`src/rtl/tlb_pkg.sv`:
```
package tlb_pkg;
  localparam int VPN_W  = 19;
  localparam int PFN_W  = 20;
  localparam int ASID_W = 8;
  localparam int OFF_W  = 12;

  typedef struct packed {
    logic [VPN_W-1:0]  vpn;
    logic [ASID_W-1:0] asid;
    logic              glb;
    logic [PFN_W-1:0]  pfn0;
    logic              v0;
    logic              d0;
    logic [PFN_W-1:0]  pfn1;
    logic              v1;
    logic              d1;
  } tlb_entry_t;

  typedef enum logic [1:0] {
    FLT_NONE     = 2'd0,
    FLT_MISS     = 2'd1,
    FLT_INVALID  = 2'd2,
    FLT_MODIFIED = 2'd3
  } fault_e;
endpackage

```
`src/rtl/tlb_entry_store.sv`:
```
module tlb_entry_store
  import tlb_pkg::*;
#(
  parameter int NUM_ENTRIES = 8,
  localparam int IDX_W = (NUM_ENTRIES > 1) ? $clog2(NUM_ENTRIES) : 1
) (
  input  logic             clk_i,
  input  logic             rst_ni,
  input  logic             wr_en_i,
  input  logic [IDX_W-1:0] wr_idx_i,
  input  tlb_entry_t       wr_entry_i,
  output tlb_entry_t       entries_o [NUM_ENTRIES]
);
  for (genvar g = 0; g < NUM_ENTRIES; g++) begin : g_ent
    tlb_entry_t ent_q;
    always_ff @(posedge clk_i or negedge rst_ni) begin
      if (!rst_ni)                                    ent_q <= '0;
      else if (wr_en_i && (wr_idx_i == IDX_W'(g)))    ent_q <= wr_entry_i;
    end
    assign entries_o[g] = ent_q;
  end
endmodule

```
`src/rtl/tlb_match.sv`:
```
module tlb_match
  import tlb_pkg::*;
#(
  parameter int NUM_ENTRIES = 8
) (
  input  tlb_entry_t        entries_i [NUM_ENTRIES],
  input  logic [VPN_W-1:0]  tag_i,
  input  logic [ASID_W-1:0] asid_i,
  output logic [NUM_ENTRIES-1:0] match_o
);
  for (genvar g = 0; g < NUM_ENTRIES; g++) begin : g_cmp
    assign match_o[g] = (entries_i[g].vpn == tag_i) &&
                        (entries_i[g].glb || (entries_i[g].asid == asid_i));
  end
endmodule

```
`src/rtl/tlb_prio_sel.sv`:
```
module tlb_prio_sel #(
  parameter int NUM_ENTRIES = 8,
  localparam int IDX_W = (NUM_ENTRIES > 1) ? $clog2(NUM_ENTRIES) : 1
) (
  input  logic [NUM_ENTRIES-1:0] req_i,
  output logic                   any_o,
  output logic [IDX_W-1:0]       idx_o
);
  // scan downward so the lowest set index is the last assignment
  always_comb begin
    idx_o = '0;
    for (int i = NUM_ENTRIES - 1; i >= 0; i--) begin
      if (req_i[i]) idx_o = IDX_W'(i);
    end
  end
  assign any_o = |req_i;
endmodule

```
`src/rtl/tlb_lookup.sv`:
```
module tlb_lookup
  import tlb_pkg::*;
#(
  parameter int NUM_ENTRIES = 8,
  localparam int IDX_W = (NUM_ENTRIES > 1) ? $clog2(NUM_ENTRIES) : 1
) (
  input  logic              clk_i,
  input  logic              rst_ni,
  input  logic [31:0]       va_i,
  input  logic              is_write_i,
  input  logic [7:0]        asid_i,
  output logic              hit_o,
  output logic [31:0]       pa_o,
  output logic [1:0]        fault_o,
  output logic              hit_q_o,
  input  logic              wr_en_i,
  input  logic [IDX_W-1:0]  wr_idx_i,
  input  logic [18:0]       wr_vpn_i,
  input  logic [7:0]        wr_asid_i,
  input  logic              wr_global_i,
  input  logic [19:0]       wr_pfn0_i,
  input  logic              wr_v0_i,
  input  logic              wr_d0_i,
  input  logic [19:0]       wr_pfn1_i,
  input  logic              wr_v1_i,
  input  logic              wr_d1_i
);
  tlb_entry_t             entries [NUM_ENTRIES];
  tlb_entry_t             wr_entry;
  logic [NUM_ENTRIES-1:0] match;
  logic                   any_match;
  logic [IDX_W-1:0]       sel_idx;
  tlb_entry_t             sel;
  logic [PFN_W-1:0]       pfn;
  logic                   pg_v, pg_d;
  fault_e                 fault;

  assign wr_entry = '{vpn: wr_vpn_i, asid: wr_asid_i, glb: wr_global_i,
                      pfn0: wr_pfn0_i, v0: wr_v0_i, d0: wr_d0_i,
                      pfn1: wr_pfn1_i, v1: wr_v1_i, d1: wr_d1_i};

  tlb_entry_store #(.NUM_ENTRIES(NUM_ENTRIES)) u_store (
    .clk_i, .rst_ni, .wr_en_i, .wr_idx_i,
    .wr_entry_i (wr_entry),
    .entries_o  (entries)
  );

  tlb_match #(.NUM_ENTRIES(NUM_ENTRIES)) u_match (
    .entries_i (entries),
    .tag_i     (va_i[31:13]),
    .asid_i    (asid_i),
    .match_o   (match)
  );

  tlb_prio_sel #(.NUM_ENTRIES(NUM_ENTRIES)) u_prio (
    .req_i (match),
    .any_o (any_match),
    .idx_o (sel_idx)
  );

  assign sel  = entries[sel_idx];
  assign pfn  = va_i[12] ? sel.pfn1 : sel.pfn0;
  assign pg_v = va_i[12] ? sel.v1   : sel.v0;
  assign pg_d = va_i[12] ? sel.d1   : sel.d0;

  always_comb begin
    if (!any_match)              fault = FLT_MISS;
    else if (!pg_v)              fault = FLT_INVALID;
    else if (is_write_i && !pg_d) fault = FLT_MODIFIED;
    else                         fault = FLT_NONE;
  end

  assign fault_o = fault;
  assign hit_o   = (fault == FLT_NONE);
  assign pa_o    = hit_o ? {pfn, va_i[OFF_W-1:0]} : '0;

  always_ff @(posedge clk_i or negedge rst_ni) begin
    if (!rst_ni) hit_q_o <= 1'b0;
    else         hit_q_o <= hit_o;
  end
endmodule

```
`config.mk`:
```
export PLATFORM = sky130hd
export DESIGN_NAME = tlb_lookup
export DESIGN_NICKNAME = d
export VERILOG_FILES = /design/src/rtl/tlb_pkg.sv /design/src/rtl/tlb_entry_store.sv /design/src/rtl/tlb_match.sv /design/src/rtl/tlb_prio_sel.sv /design/src/rtl/tlb_lookup.sv
export SDC_FILE = /design/constraint.sdc
export NUM_CORES = 1
export LEC_CHECK = 0
export BUFFER_PORTS_ARGS = -buffer_cell sky130_fd_sc_hd__buf_2
export CORE_MARGIN = 5
export CORE_UTILIZATION = 23
export CTS_CLUSTER_DIAMETER = 150
export DETAILED_ROUTE_END_ITERATION = 10
export PLACE_DENSITY_LB_ADDON = 0.25
export SLEW_MARGIN = 20
export SYNTH_ARGS = -nofsm -noshare
export SYNTH_HDL_FRONTEND = slang
export SYNTH_SLANG_ARGS = --single-unit
```
`constraint.sdc`:
```
create_clock -name clk_i -period 3.89 [get_ports clk_i]
set_input_delay 0.389 -clock clk_i [delete_from_list [all_inputs] [get_ports clk_i]]
set_output_delay 0.389 -clock clk_i [all_outputs]
set_load 0.02 [all_outputs]
```
# Yosys cells after proc, flatten, opt, wreduce, memory -nomap -nowiden

Index checks and enable logic that the tools add are counted.

$lt $le $gt $ge: 1
Equal/unequal tests: 23
Muxes and demuxes: 18
Bitwise gates (word level): 1
Reductions and logical operators: 29

Operator list:

| cell                                                     | number |
|---|---|
| binary-select mux 72 bit (select 3 bit)                  | 1 |
| equality test 19 bit                                     | 8 |
| two-way mux 44 bit                                       | 2 |
| equality test 8 bit                                      | 8 |
| two-way mux 32 bit                                       | 1 |
| two-way mux 3 bit                                        | 8 |
| two-way mux 20 bit                                       | 1 |
| logical AND 1 bit                                        | 17 |
| equality test 3 bit, second input constant               | 4 |
| logical OR 1 bit                                         | 8 |
| OR reduction 8 bit                                       | 1 |
| equality test 3 x 2 -> 1 bit, second input constant      | 2 |
| two-way mux 2 bit                                        | 3 |
| greater-or-equal comparator 4 bit, second input constant | 1 |
| inverter 3 -> 4 bit                                      | 1 |
| equality test 3 x 1 -> 1 bit, second input constant      | 1 |
| zero test 3 bit                                          | 1 |
| zero test 2 bit                                          | 1 |
| two-way mux 1 bit                                        | 2 |
| zero test 1 bit                                          | 1 |

Flip-flop bits (word level): 577
Input bits: 119
Output and inout bits: 36

# Depth between registers and ports, before layout

Depth after elaboration: 23
Gate-level depth with buffers: 16
Depth with buffers taken out: 11

# Modules after synthesis

From an unflattened synthesis, not the netlist that was laid out.

Cells, all modules: 1744
Area, all modules: 27426.3 um2

By module, submodules not included:

| module          | times used | cells an instance | area an instance (um2) | seq. area each (um2) |
|---|---|---|---|---|
| tlb_entry_store | 1          | 1223              | 21496.9                | 14413.8 |
| tlb_lookup      | 1          | 185               | 3151.8                 | 25.0 |
| tlb_match       | 1          | 323               | 2696.3                 | 0.0 |
| tlb_prio_sel    | 1          | 13                | 81.3                   | 0.0 |

# Worst setup path before layout

Ideal clock, no wire load.

Path type: input-to-output
Start point: input port va_i[30]
End point: output port pa_o[30]
Arrival time: 3627 ps
Data required time: 3501 ps
Path slack: -126 ps
Stages on the path: 13
Cell sequence: buf_4 > xor2_1 > nor4_1 > nand3_1 > or3_1 > o311ai_4 > o2bb2ai_2 > buf_6 > mux2i_1 > a31oi_1 > or4b_4 > o41ai_2 > a21boi_0

Cells in the longest elaborated chain, start to end: 22
Elaborated cells between the ends (all ways): 39
Classes of those cells: eq/ne (8); mux (18); bitwise (1); reduce/logical (12)

Ends and longest elaborated chain:

| item                                                  | line               | text |
|---|---|---|
| start: declaration                                    | tlb_lookup.sv:9    | `input logic [31:0] va_i,` |
| equality test 19 bit                                  | tlb_match.sv:12    | `assign match_o[g] = (entries_i[g].vpn == tag_i) &&` |
| logical AND 1 bit                                     | tlb_match.sv:12    |  |
| two-way mux 3 bit (8 in a row)                        | tlb_prio_sel.sv:13 | `if (req_i[i]) idx_o = IDX_W'(i);` |
| inverter 3 -> 4 bit (implied by the code)             | tlb_lookup.sv:61   | `assign sel = entries[sel_idx];` |
| binary-select mux 72 bit (select 3 bit)               | tlb_lookup.sv:61   |  |
| two-way mux 44 bit (implied by the code) (2 in a row) | tlb_lookup.sv:61   |  |
| two-way mux 1 bit                                     | tlb_lookup.sv:64   | `assign pg_d = va_i[12] ? sel.d1 : sel.d0;` |
| zero test 1 bit                                       | tlb_lookup.sv:69   | `else if (is_write_i && !pg_d) fault = FLT_MODIFIED;` |
| logical AND 1 bit                                     | tlb_lookup.sv:69   |  |
| two-way mux 2 bit                                     | tlb_lookup.sv:69   |  |
| two-way mux 2 bit                                     | tlb_lookup.sv:68   | `else if (!pg_v) fault = FLT_INVALID;` |
| two-way mux 2 bit                                     | tlb_lookup.sv:67   | `if (!any_match) fault = FLT_MISS;` |
| zero test 2 bit                                       | tlb_lookup.sv:74   | `assign hit_o = (fault == FLT_NONE);` |
| two-way mux 32 bit *                                  | tlb_lookup.sv:75   | `assign pa_o = hit_o ? {pfn, va_i[OFF_W-1:0]} : '0;` |
| end: declaration                                      | tlb_lookup.sv:13   | `output logic [31:0] pa_o,` |

Mark *: on every way between the ends. The rest lies on a longest branch, timed or not. The select of a mux whose other input is x is not followed.

# Final worst setup path

Start point: register u_store.g_ent[6].ent_q (netlist bit u_store.entries_o[128])
End point: output port pa_o[16]

Cells in the longest elaborated chain, start to end: 21
Elaborated cells between the ends (all ways): 24
Classes of those cells: eq/ne (1); mux (17); bitwise (1); reduce/logical (5)

Ends and longest elaborated chain:

| item                                                  | line                  | text |
|---|---|---|
| start: declaration                                    | tlb_entry_store.sv:15 | `tlb_entry_t ent_q;` |
| start signal: assignment                              | tlb_entry_store.sv:18 | `else if (wr_en_i && (wr_idx_i == IDX_W'(g))) ent_q <= wr_entry_i;` |
| equality test 19 bit *                                | tlb_match.sv:12       |  |
| logical AND 1 bit *                                   | tlb_match.sv:12       |  |
| two-way mux 3 bit (7 in a row)                        | tlb_prio_sel.sv:13    |  |
| inverter 3 -> 4 bit (implied by the code)             | tlb_lookup.sv:61      |  |
| binary-select mux 72 bit (select 3 bit)               | tlb_lookup.sv:61      |  |
| two-way mux 44 bit (implied by the code) (2 in a row) | tlb_lookup.sv:61      |  |
| two-way mux 1 bit                                     | tlb_lookup.sv:64      |  |
| zero test 1 bit                                       | tlb_lookup.sv:69      |  |
| logical AND 1 bit                                     | tlb_lookup.sv:69      |  |
| two-way mux 2 bit                                     | tlb_lookup.sv:69      |  |
| two-way mux 2 bit                                     | tlb_lookup.sv:68      |  |
| two-way mux 2 bit                                     | tlb_lookup.sv:67      |  |
| zero test 2 bit                                       | tlb_lookup.sv:74      |  |
| two-way mux 32 bit *                                  | tlb_lookup.sv:75      |  |

Marked as above.

==> implementation parameters <==
Parameter                              Value

Layout
  Layout cells sized above 1 ... 47.3%
  Final Net Count ... 2589
  Layout-stage area growth over the synthesis result ... 28.0%
  Final design area excluding fillers ... 0.0350 mm²
  Layout Utilization ... 29.7%

Clock tree
  Clock Root Buffer ... clkbuf_16
  Number of buffers on the longest clock path ... 3
  Count of H-tree levels built during CTS ... 3
  Clock sink count ... 577
  Clock-pin transition on the worst setup and hold timing paths ... 60 ps
  CTS buffer count ... 66
  Clock insertion delay at the later pin of the skew report ... 610 ps
  TritonCTS clock tree ... done

Detailed routing
  Average detailed-routed wire length per instance ... 21.2 µm
  Number of detailed-routing iterations run before antenna repair ... 4
  DRC errors left ... 0
  First-iteration detailed-routing DRC count ... 827
  DRT antenna net count ... 0
  Post-detailed-routing wire length ... 86300 µm
  Vias post-DR ... 18500
  Via density per instance ... 4.53

Synth
  Ranking of synthesized cells by area ... dfrtp_1 53%, mux2_2 24%, xor2_1 6.0%
  Synth Area per Inst ... 12.7 µm²
  Most used flip-flop cell after synthesis ... dfrtp_1
  Cell area after technology mapping ... 0.0274 mm²
  Distinct cells, synth ... 53
  Async S/R FF share, synth ... 100%
  Number of nets produced by synthesis ... 2277
  Number of warnings issued by yosys ... 0
  Share of Yosys cell area claimed by the top area cell type ... 52.8%
  Count of flip-flops with a built-in enable after synthesis ... 0
  Top cell type by total area after synthesis ... dfrtp_1
  Flop and latch count out of synthesis ... 577
  Number of standard cells after synthesis ... 2158
  Proportion of synthesized chip area in sequential cells ... 52.8%

Power
  Reported net switching power ... 0.00473 W
  Pwr dens ... 501 mW/mm²
  Switch share ... 27.0%
  Total chip power ... 0.0176 W
  Leakage power of the design ... 14.9 nW
  Internal power ... 0.0128 W
  Portion of total power attributed to the clock network ... 36.0%
  Relative contribution of sequential cells to total power ... 46.0%
  Combinational share of power ... 18.0%
  Worst supply voltage drop on vdd ... 254 µV

Placed design
  Post-place instance area ... 0.0316 mm²
  GP Congestion ... 0.775
  Placed wire-length estimate ... 53800 µm
  Buffers on Ports ... 154

Timing
  Number of endpoints with negative hold slack in the final report ... 0
  Number of failing setup endpoints in the final timing report ... 35
  Highest clock frequency the design can meet ... 0.205 GHz
  Unrepaired setup endpoints after global routing ... yes
  Max-slew violation total from the final report ... 0
  Shortest period the worst path allows ... 4880 ps
  Final critical-path setup slack ... -989 ps
  Slew Limit Headroom ... 53.8%
  Worst Hold Slack ... 105 ps
  Tcrit/Tclk final ... 125%
  Least-Margin Pin Slew ... 693 ps
  Setup skew after layout ... 13.7 ps

Global routing
  Wire length of the first global-routing pass ... 130000 µm
  Aggregate global routing overflow ... 0
  GR met3 Demand/Resource ... 3.10%
  Number of antenna violations at the first check in global routing ... 32
  Largest net degree at the start of global routing ... 99
  Vias in the first global route ... 20100
  Most used routing layer ... met2
  Met2 track demand over resource in global routing ... 21.6%
  GR met1 Demand/Resource ... 17.7%
  Total global-route track usage ... 13.5%

Hold path
  End point of the most critical hold path ... u_store.entries_o[238]$_DFFE_PN0P_
  Number of cells on the worst hold path ... 3
  Hold Path Class ... in -> reg
  Startpoint of the worst hold path ... wr_d0_i

Setup path
  Startpoint type of the worst setup path ... flip-flop
  Family with the most delay on the worst path ... simple AND/OR/NAND/NOR gates
  Required time at the endpoint of the critical path ... 3500 ps
  Crit path kind ... reg -> out
  Launch instance of the worst register-to-register path ... u_store.entries_o[128]$_DFFE_PN0P_
  Peak per-stage delay on the critical path ... 530 ps
  Number of buffers and inverters on the critical path ... 6
  Arrival time worst endpoint ... 4490 ps
  Worst R2R Path Depth ... 15
  Ordered list of cells on the worst path ... xor2_1 > nor4_1 > nand4_1 > nor3_2 > buf_4 > o311ai_4 > o2bb2ai_4 > buf_12 > mux4_2 > mux2i_4 > or4b_4 > buf_6 > buf_12 > o22ai_2 > buf_6 > buf_6
  Maximum fanout count along the critical path ... 6
  Most Frequent Cell on Critical Path ... buf_6
  Endpoint of the worst-slack reg-to-reg timing path ... hit_q_o$_DFF_PN0_
  Crit path max-delay cell type ... or4b_4
  Register-to-register path setup slack ... 100 ps
  Nature of the critical path endpoint ... output port

Die
  Number of top-level pins ... 155
  Overall die height ... 355 µm
  Area enclosed by the die boundary ... 0.126 mm²
  Number of placement rows ... 126
  Effective utilization at floorplan ... 23.2%
  Core Footprint ... 0.118 mm²
  Die width ... 355 µm

Status
  Violations in the final reports ... negative setup slack
  Status ... finished, violations left

Flow run
  Max-cap violations ... 0
==> Yosys cell counts, types with 2 or more instances <==
cell type	count
mux4_2	2
o21ai_0	3
mux2_2	575
nand4b_1	3
o22ai_1	28
a211o_1	2
a31oi_1	22
buf_4	12
o211ai_1	2
nor3_1	5
buf_6	7
nand3_1	12
xnor2_1	29
a211oi_1	23
nor3b_1	4
buf_2	23
nand4_1	10
dfrtp_1	577
nor2_1	25
xor2_1	187
or3_1	5
buf_1	9
a21o_1	3
a311oi_1	21
a21oi_1	34
nand2_1	214
clkbuf_1	98
and3_1	57
mux2i_1	68
nor4_1	48
a21boi_0	3
inv_1	3
and2_1	14
o22ai_2	10
or4_4	2
==> state kept, by name, summed over array words and instances (netlist names) <==
name,flops
u_store.entries_o,576
hit_q_o,1
==> what timing repair did <==
action | CTS | global route
cloned | 1 | 4
buffers inserted | 3 | 22
setup endpoints to repair | 35 | 35
gates resized for setup | 94 | 118
pin swaps | 22 | 46
endpoints found under the hold margin | 65 | 0
hold buffers | 1 | 0
==> worst min-delay path, delay by kind of cell <==
kind            cells  cell delay (ps)
compound gates      1               70
buf+inv             1              160
simple gates        1               60
==> area by class of cell <==
type	count	area, µm²
Fill cell	11800	83000
Sequential cell	577	14400
Multi-Input combinational cell	1429	12900
Timing Repair Buffer	393	3490
Clock buffer	101	1970
Tap cell	1536	1920
Clock inverter	17	228
Antenna cell	15	37.5
Inverter	3	11.3
==> per-stage QoR <==
stage / setup TNS [ps] / instances / worst slack (ps)
after floorplan: -925 / 2158 / -59.5
after global placement: -23290 / 3911 / -954
after detailed placement: -24520 / 3911 / -959
after CTS: -32540 / 4032 / -989
after global routing: -35810 / 4062 / -1070
final: -32850 / 4071 / -989
==> layout by cell type (no fill, tap or decap), types with 4 or more instances in the layout <==
| master | count |
|---|---|
| or3_4 | 4 |
| diode_2 | 15 |
| clkinv_2 | 6 |
| buf_6 | 52 |
| bufinv_16 | 4 |
| and2_4 | 13 |
| a211oi_1 | 13 |
| a311oi_1 | 11 |
| nor2_1 | 21 |
| a21oi_2 | 13 |
| a21oi_1 | 19 |
| mux2i_1 | 64 |
| nor2_2 | 4 |
| dfrtp_1 | 577 |
| a311oi_2 | 9 |
| buf_12 | 37 |
| xor2_1 | 187 |
| xnor2_1 | 29 |
| o22ai_2 | 5 |
| o22ai_4 | 14 |
| nor4_2 | 15 |
| clkbuf_1 | 19 |
| a31oi_1 | 18 |
| mux2_2 | 575 |
| buf_2 | 118 |
| o22ai_1 | 19 |
| nand4_1 | 10 |
| clkbuf_8 | 14 |
| nand2_1 | 212 |
| nand3_1 | 11 |
| nor4_1 | 33 |
| clkbuf_16 | 72 |
| and3_1 | 57 |
| a211oi_2 | 11 |
| buf_4 | 174 |
==> metal layers <==
layer	share of wire, %	vias to the layer above
li1	-	8338
met1	45	9585
met2	46	367
met3	5.0	152
met4	3.1	10
met5	0.087	-
==> worst max path at each step <==
stage / start / end / slack (ps) / depth (start not counted)
after floorplan: va_i[13] / pa_o[21] / -60 / 14
after CTS: u_store.entries_o[283]$_DFFE_PN0P_ / pa_o[30] / -990 / 15
final: u_store.entries_o[128]$_DFFE_PN0P_ / pa_o[16] / -990 / 16
after global placement: va_i[23] / fault_o[1] / -950 / 18
after detailed placement: asid_i[4] / fault_o[1] / -960 / 19
after global routing: u_store.entries_o[274]$_DFFE_PN0P_ / pa_o[31] / -1070 / 16
==> power by group through the flow <==
stage / Clock (W) / Sequential [W] / Combinational [W]
6_report: 0.00632 / 0.00808 / 0.00316
5_1_grt: 0.00676 / 0.00824 / 0.00349
4_1_cts: 0.00655 / 0.00808 / 0.00312
3_5_place_dp: 0 / 0.00818 / 0.00305
3_3_place_gp: 0 / 0.00810 / 0.00297
2_1_floorplan: 0 / 0.00796 / 0.00206
==> cell families after synthesis <==
| group | count (synthesis) | share of synthesized area (%) |
|---|---|---|
| AND/OR/NAND/NOR | 406 | 7.14 |
| buffers and inverters | 152 | 2.55 |
| AO/OA/AOI/OAI | 162 | 4.34 |
| flip-flops | 577 | 52.8 |
| XOR/XNOR | 216 | 6.91 |
| multiplexers | 645 | 26.3 |
No activity file was read; power rests on OpenSTA's default activity.
